**src/rtl/mdm_pkg.sv**
```systemverilog
package mdm_pkg;
  localparam int unsigned N_LINES  = 4;
  localparam int unsigned LINE_CTS = 0;
  localparam int unsigned LINE_DSR = 1;
  localparam int unsigned LINE_DCD = 2;
  localparam int unsigned LINE_RI  = 3;
  typedef logic [N_LINES-1:0] line_vec_t;
endpackage

```
**src/rtl/mdm_sync.sv**
```systemverilog
module mdm_sync #(
  parameter int unsigned WIDTH   = 4,
  parameter int unsigned STAGES  = 2,
  parameter logic        RST_VAL = 1'b1
) (
  input  logic             clk,
  input  logic             rst_n,
  input  logic [WIDTH-1:0] d_i,
  output logic [WIDTH-1:0] q_o
);
  for (genvar g = 0; g < WIDTH; g++) begin : g_bit
    logic [STAGES-1:0] sh_q;
    logic [STAGES-1:0] sh_d;

    always_comb begin
      sh_d = {sh_q[STAGES-2:0], d_i[g]};
    end

    always_ff @(posedge clk or negedge rst_n) begin
      if (!rst_n) sh_q <= {STAGES{RST_VAL}};
      else        sh_q <= sh_d;
    end

    assign q_o[g] = sh_q[STAGES-1];
  end
endmodule

```
**src/rtl/mdm_chg_stat.sv**
```systemverilog
module mdm_chg_stat #(
  parameter int unsigned WIDTH   = 4,
  parameter logic        RST_VAL = 1'b1
) (
  input  logic             clk,
  input  logic             rst_n,
  input  logic             en_i,
  input  logic             rd_i,
  input  logic [WIDTH-1:0] line_s_i,
  output logic [WIDTH-1:0] stat_o
);
  logic [WIDTH-1:0] prev_q, prev_d;
  logic [WIDTH-1:0] stat_q, stat_d;
  logic [WIDTH-1:0] edge_w;

  always_comb begin
    prev_d = line_s_i;
    edge_w = en_i ? (line_s_i ^ prev_q) : '0;
    stat_d = (stat_q & ~{WIDTH{rd_i}}) | edge_w;
  end

  always_ff @(posedge clk or negedge rst_n) begin
    if (!rst_n) begin
      prev_q <= {WIDTH{RST_VAL}};
      stat_q <= '0;
    end else begin
      prev_q <= prev_d;
      stat_q <= stat_d;
    end
  end

  assign stat_o = stat_q;

  // without a read, no set flag is lost
  assert_sticky_R6: assert property (@(posedge clk) disable iff (!rst_n)
    !rd_i |=> ((stat_q & $past(stat_q)) == $past(stat_q)));

  // outside modem mode a clear status stays clear
  assert_no_detect_R2: assert property (@(posedge clk) disable iff (!rst_n)
    (!en_i && (stat_q == '0)) |=> (stat_q == '0));
endmodule

```
**src/rtl/mdm_tx_gate.sv**
```systemverilog
module mdm_tx_gate (
  input  logic clk,
  input  logic rst_n,
  input  logic en_i,
  input  logic cts_n_s_i,
  input  logic busy_i,
  output logic allow_o
);
  logic allow_q, allow_d;

  always_comb begin
    allow_d = !en_i || !cts_n_s_i || (allow_q && busy_i);
  end

  always_ff @(posedge clk or negedge rst_n) begin
    if (!rst_n) allow_q <= 1'b1;
    else        allow_q <= allow_d;
  end

  assign allow_o = allow_q;

  // a character in flight keeps the transmitter allowed
  assert_hold_in_flight_R10: assert property (@(posedge clk) disable iff (!rst_n)
    (allow_q && busy_i) |=> allow_q);

  // outside modem mode the gate opens
  assert_open_outside_R11: assert property (@(posedge clk) disable iff (!rst_n)
    !en_i |=> allow_q);
endmodule

```
**src/rtl/mdm_ctrl_top.sv**
```systemverilog
module mdm_ctrl_top
  import mdm_pkg::*;
#(
  parameter int unsigned MODE_W      = 4,
  parameter int unsigned MODEM_CODE  = 3,
  parameter int unsigned SYNC_STAGES = 2
) (
  input  logic              clk,
  input  logic              rst_n,
  input  logic [MODE_W-1:0] mode_i,
  input  logic              dtr_on_i,
  input  logic              dtr_off_i,
  input  logic              rx_en_i,
  input  logic              stat_rd_i,
  input  logic [3:0]        irq_en_i,
  input  logic [3:0]        line_n_i,
  input  logic              tx_busy_i,
  output logic              dtr_n_o,
  output logic              rts_n_o,
  output logic [3:0]        chg_o,
  output logic              irq_o,
  output logic              tx_allow_o
);
  localparam logic [MODE_W-1:0] MODEM_SEL = MODE_W'(MODEM_CODE);

  logic      modem_on;
  logic      dtr_act_q, dtr_act_d;
  logic      rts_act_q, rts_act_d;
  line_vec_t line_s;
  line_vec_t stat;

  assign modem_on = (mode_i == MODEM_SEL);

  always_comb begin
    if (!modem_on)      dtr_act_d = 1'b0;
    else if (dtr_off_i) dtr_act_d = 1'b0;
    else if (dtr_on_i)  dtr_act_d = 1'b1;
    else                dtr_act_d = dtr_act_q;
    rts_act_d = modem_on && rx_en_i;
  end

  always_ff @(posedge clk or negedge rst_n) begin
    if (!rst_n) begin
      dtr_act_q <= 1'b0;
      rts_act_q <= 1'b0;
    end else begin
      dtr_act_q <= dtr_act_d;
      rts_act_q <= rts_act_d;
    end
  end

  mdm_sync #(.WIDTH(N_LINES), .STAGES(SYNC_STAGES), .RST_VAL(1'b1)) i_sync (
    .clk(clk), .rst_n(rst_n), .d_i(line_n_i), .q_o(line_s)
  );

  mdm_chg_stat #(.WIDTH(N_LINES), .RST_VAL(1'b1)) i_stat (
    .clk(clk), .rst_n(rst_n), .en_i(modem_on), .rd_i(stat_rd_i),
    .line_s_i(line_s), .stat_o(stat)
  );

  mdm_tx_gate i_gate (
    .clk(clk), .rst_n(rst_n), .en_i(modem_on), .cts_n_s_i(line_s[LINE_CTS]),
    .busy_i(tx_busy_i), .allow_o(tx_allow_o)
  );

  assign dtr_n_o = !dtr_act_q;
  assign rts_n_o = !rts_act_q;
  assign chg_o   = stat;
  assign irq_o   = |(stat & irq_en_i);

  // disable dominates enable
  assert_dtr_off_wins_R3: assert property (@(posedge clk) disable iff (!rst_n)
    (modem_on && dtr_off_i) |=> dtr_n_o);

  // both outputs inactive after a non-modem cycle
  assert_inactive_outside_R1: assert property (@(posedge clk) disable iff (!rst_n)
    !modem_on |=> (dtr_n_o && rts_n_o));

  // no interrupt without a flag behind it
  assert_irq_has_cause_R8: assert property (@(posedge clk) disable iff (!rst_n)
    irq_o |-> (chg_o != 4'h0));
endmodule

```
**config.mk**
```make
export PLATFORM = sky130hd
export DESIGN_NAME = mdm_ctrl_top
export DESIGN_NICKNAME = d
export VERILOG_FILES = /design/src/rtl/mdm_pkg.sv /design/src/rtl/mdm_sync.sv /design/src/rtl/mdm_chg_stat.sv /design/src/rtl/mdm_tx_gate.sv /design/src/rtl/mdm_ctrl_top.sv
export SDC_FILE = /design/constraint.sdc
export NUM_CORES = 1
export LEC_CHECK = 0
export CORE_ASPECT_RATIO = 1.2
export CORE_MARGIN = 2
export CORE_UTILIZATION = 40
export CTS_CLUSTER_DIAMETER = 50
export CTS_CLUSTER_SIZE = 16
export DETAILED_ROUTE_END_ITERATION = 10
export HOLD_SLACK_MARGIN = 0.02
export PLACE_DENSITY = 0.75
export SYNTH_ARGS = -nofsm -noshare
export SYNTH_HDL_FRONTEND = slang
export SYNTH_HIERARCHICAL = 1
export SYNTH_SLANG_ARGS = --single-unit
export TNS_END_PERCENT = 5
```
**constraint.sdc**
```tcl
create_clock -name clk -period 1.2 [get_ports clk]
set_input_delay 0.24 -clock clk [delete_from_list [all_inputs] [get_ports clk]]
set_output_delay 0.24 -clock clk [all_outputs]
set_load 0.03 [all_outputs]
```
==> reports/metrics.cfg <==
[clock_network]
clock_latency_ns = 0.28
path_clk_slew_ns = 0.10
cts_max_level = 1
cts_tree = done
root_buffer = clkbuf_4
cts.sinks = 19
clockBufferDepth = 2
cts_buffers = 3

[placement]
dpl.hpwl_um = 828
dpl-instance-area_um2 = 907
globalplace.congestion = 0.653
io_buffers = 26
dp.cells = 84

[sta]
max_freq_mhz = 772
timing.final.crit_share = 1.08
whs_ns = 0.266
relSlewSlack = 0.854
period_minus_slack_ns = 1.30
slew_violations = 0
setup_viol = 1
fin_ws_ns = -0.0951
rsz0062_at_grt = yes
hold_viol_final = 0
tightest_slew_ns = 0.218
skew_ns = 0.00344

[synth]
yosysUniqueCellTypes = 13
ys_ff_latch = 19
syn_area_per_cell_um2 = 15.5
synth_ff_type = dfstp_2
syn_nets = 62
syn_area_um2 = 667
async_reset_ff_frac = 1.00
synth_most_common_cell = dfstp_2
synth.area.top_cells = dfstp_2 (51%), dfrtp_1 (23%), a22o_1 (5.3%)
synth_cells = 43
synth_edf_count = 0
synth_top_cell_area_share = 0.512
yosys_warnings = 6
synth_area_leader_cell = dfstp_2
synth_common_cells = dfstp_2 (13), dfrtp_1 (6), a22o_1 (4), buf_4 (4), xor2_1 (4)
synth_seq_area_share = 0.737

[power_and_ir_drop]
power.density_mw_per_mm2 = 1150
p_leak_nw = 0.445
max-vdd-ir-drop_v = 0.000890

[drt]
routed_wl_um = 1150
post_drt_via_cell_ratio = 4.82
routedWlPerCell_um = 12.5
drt_iter0_drc = 2
ant_nets = 0
drc = 0
first_pass_iters = 4
vias = 443

[finish]
stdcell_count = 92
postLayoutCellArea_mm2 = 0.00100
finish.utilization = 0.625
drive_gt1_frac = 0.459
final_nets = 94
area_growth_pct = 50.1
n_antenna_cell = 0

[setup_path]
cp.required_ns = 0.96
crit_chain = clkdlybuf4s50_1, a22oi_2, nand2_1, buf_6
startpoint_type = input pin
timing.rr.start = i_sync/g_bit[0].sh_q[1]$_DFF_PN1_
cp.arrival_ns = 1.06
endpoint_kind = output pin
worstSetupPathType = in -> out
r2r_cells = 2
worst_path_max_delay_cell = clkdlybuf4s50_1
reg2reg_to = i_stat/stat_o[0]$_DFF_PN0_
r2r_slack_ns = 0.29
critical-path-max-stage-delay_ns = 0.41
crit_fanout = 1

[run]
drv_cap = 0

[global_routing]
grt_pass1_vias = 451
track_usage = 0.136
grt_overflow = 0
antenna_found_initial = 0
grt_first_pass_wirelength_um = 1760
grt_max_degree = 20

[floorplanning]
die_width_um = 41.3
rows = 16
coreArea_mm2 = 0.00160
start_util = 0.416
dieHeight_um = 48.7
dieArea_mm2 = 0.00201
io_pins = 27

[outcome]
violations = negative setup slack
outcome = complete, but fails checks

[min_path]
hold_class = in -> async

## flip-flops by register name, indices dropped and copies added (netlist names)
register	flops
rts_act_q	1
dtr_act_q	1
i_stat/stat_o	4
i_gate/allow_o	1
i_stat/prev_q	4
i_sync/g_bit.sh_q	8
## critical path: cells and delay by family
family,cells,cell delay [ns]
buf+inv,2,0.55
compound gates,1,0.18
simple gates,1,0.08
## per-stage QoR
step	worst slack, ns	TNS, ns	power (mW)
floorplan	0.0550	0	0.760
global placement	-0.0896	-0.593	0.842
detailed placement	-0.105	-0.702	0.847
CTS	-0.136	-0.150	1.18
global route	-0.182	-0.406	1.22
finish	-0.0951	-0.0951	1.15
## cells in the final DEF (no fill, tap or decap)
master           count
dfrtp_1              6
a22o_1               4
clkdlybuf4s50_1     18
clkbuf_4             3
a22oi_2              2
nor2_1               1
clkinv_2             1
and4bb_1             1
buf_4                6
dfstp_2             13
nand3_1              1
nor3b_2              1
xor2_1               4
and2_2               1
buf_6                7
nand2_1              2
inv_1                3
## cell type report
class / instances / area [um^2]
fill: 132 / 601
clock inverter: 1 / 5.00
sequential: 19 / 492
tap: 18 / 22.5
multi-input combinational: 17 / 144
clock buffer: 3 / 22.5
timing repair buffer: 31 / 304
inverter: 3 / 11.3
## kinds of logic after synthesis
| family | Yosys count | share of synthesized area |
|---|---|---|
| AND/OR/NAND/NOR | 7 | 0.0732 |
| AO/OA/AOI/OAI | 6 | 0.0750 |
| flip-flops | 19 | 0.737 |
| XOR/XNOR | 4 | 0.0525 |
| buffers and inverters | 7 | 0.0619 |
## routing by layer
layer / GRT usage / vias to the layer above / wire length (um)
li1: - / 203 / -
met1: 0.132 / 220 / 366
met2: 0.237 / 18 / 686
met3: 0.0275 / 2 / 80
met4: 0.0806 / 0 / 16
met5: 0 / - / 0
## how the worst max path moves through the flow
stage,from,endpoint,slack [ns],cells after the start
CTS,i_stat/stat_o[2]$_DFF_PN0_,irq_o,-0.14,3
global route,i_stat/stat_o[2]$_DFF_PN0_,irq_o,-0.18,3
detailed placement,mode_i[2],dtr_act_q$_DFFE_PN0P_,-0.10,3
floorplan,i_stat/stat_o[0]$_DFF_PN0_,irq_o,0.05,2
finish,irq_en_i[2],irq_o,-0.1,4
global placement,irq_en_i[0],irq_o,-0.09,4
## report_power, final
part | internal [mW] | total (mW) | switching (mW)
clock network | 0.124 | 0.297 | 0.173
logic | 0.0946 | 0.156 | 0.0610
registers | 0.684 | 0.699 | 0.0149
## repair_timing
action / 4_1_cts / 5_1_grt
setup buffers: 4 / 0
gates resized for setup: 7 / 2
hold buffers: 0 / 0
pin swaps: 2 / 0
endpoints found under the setup margin: 2 / 6
Power figures use the tool's default switching activity.
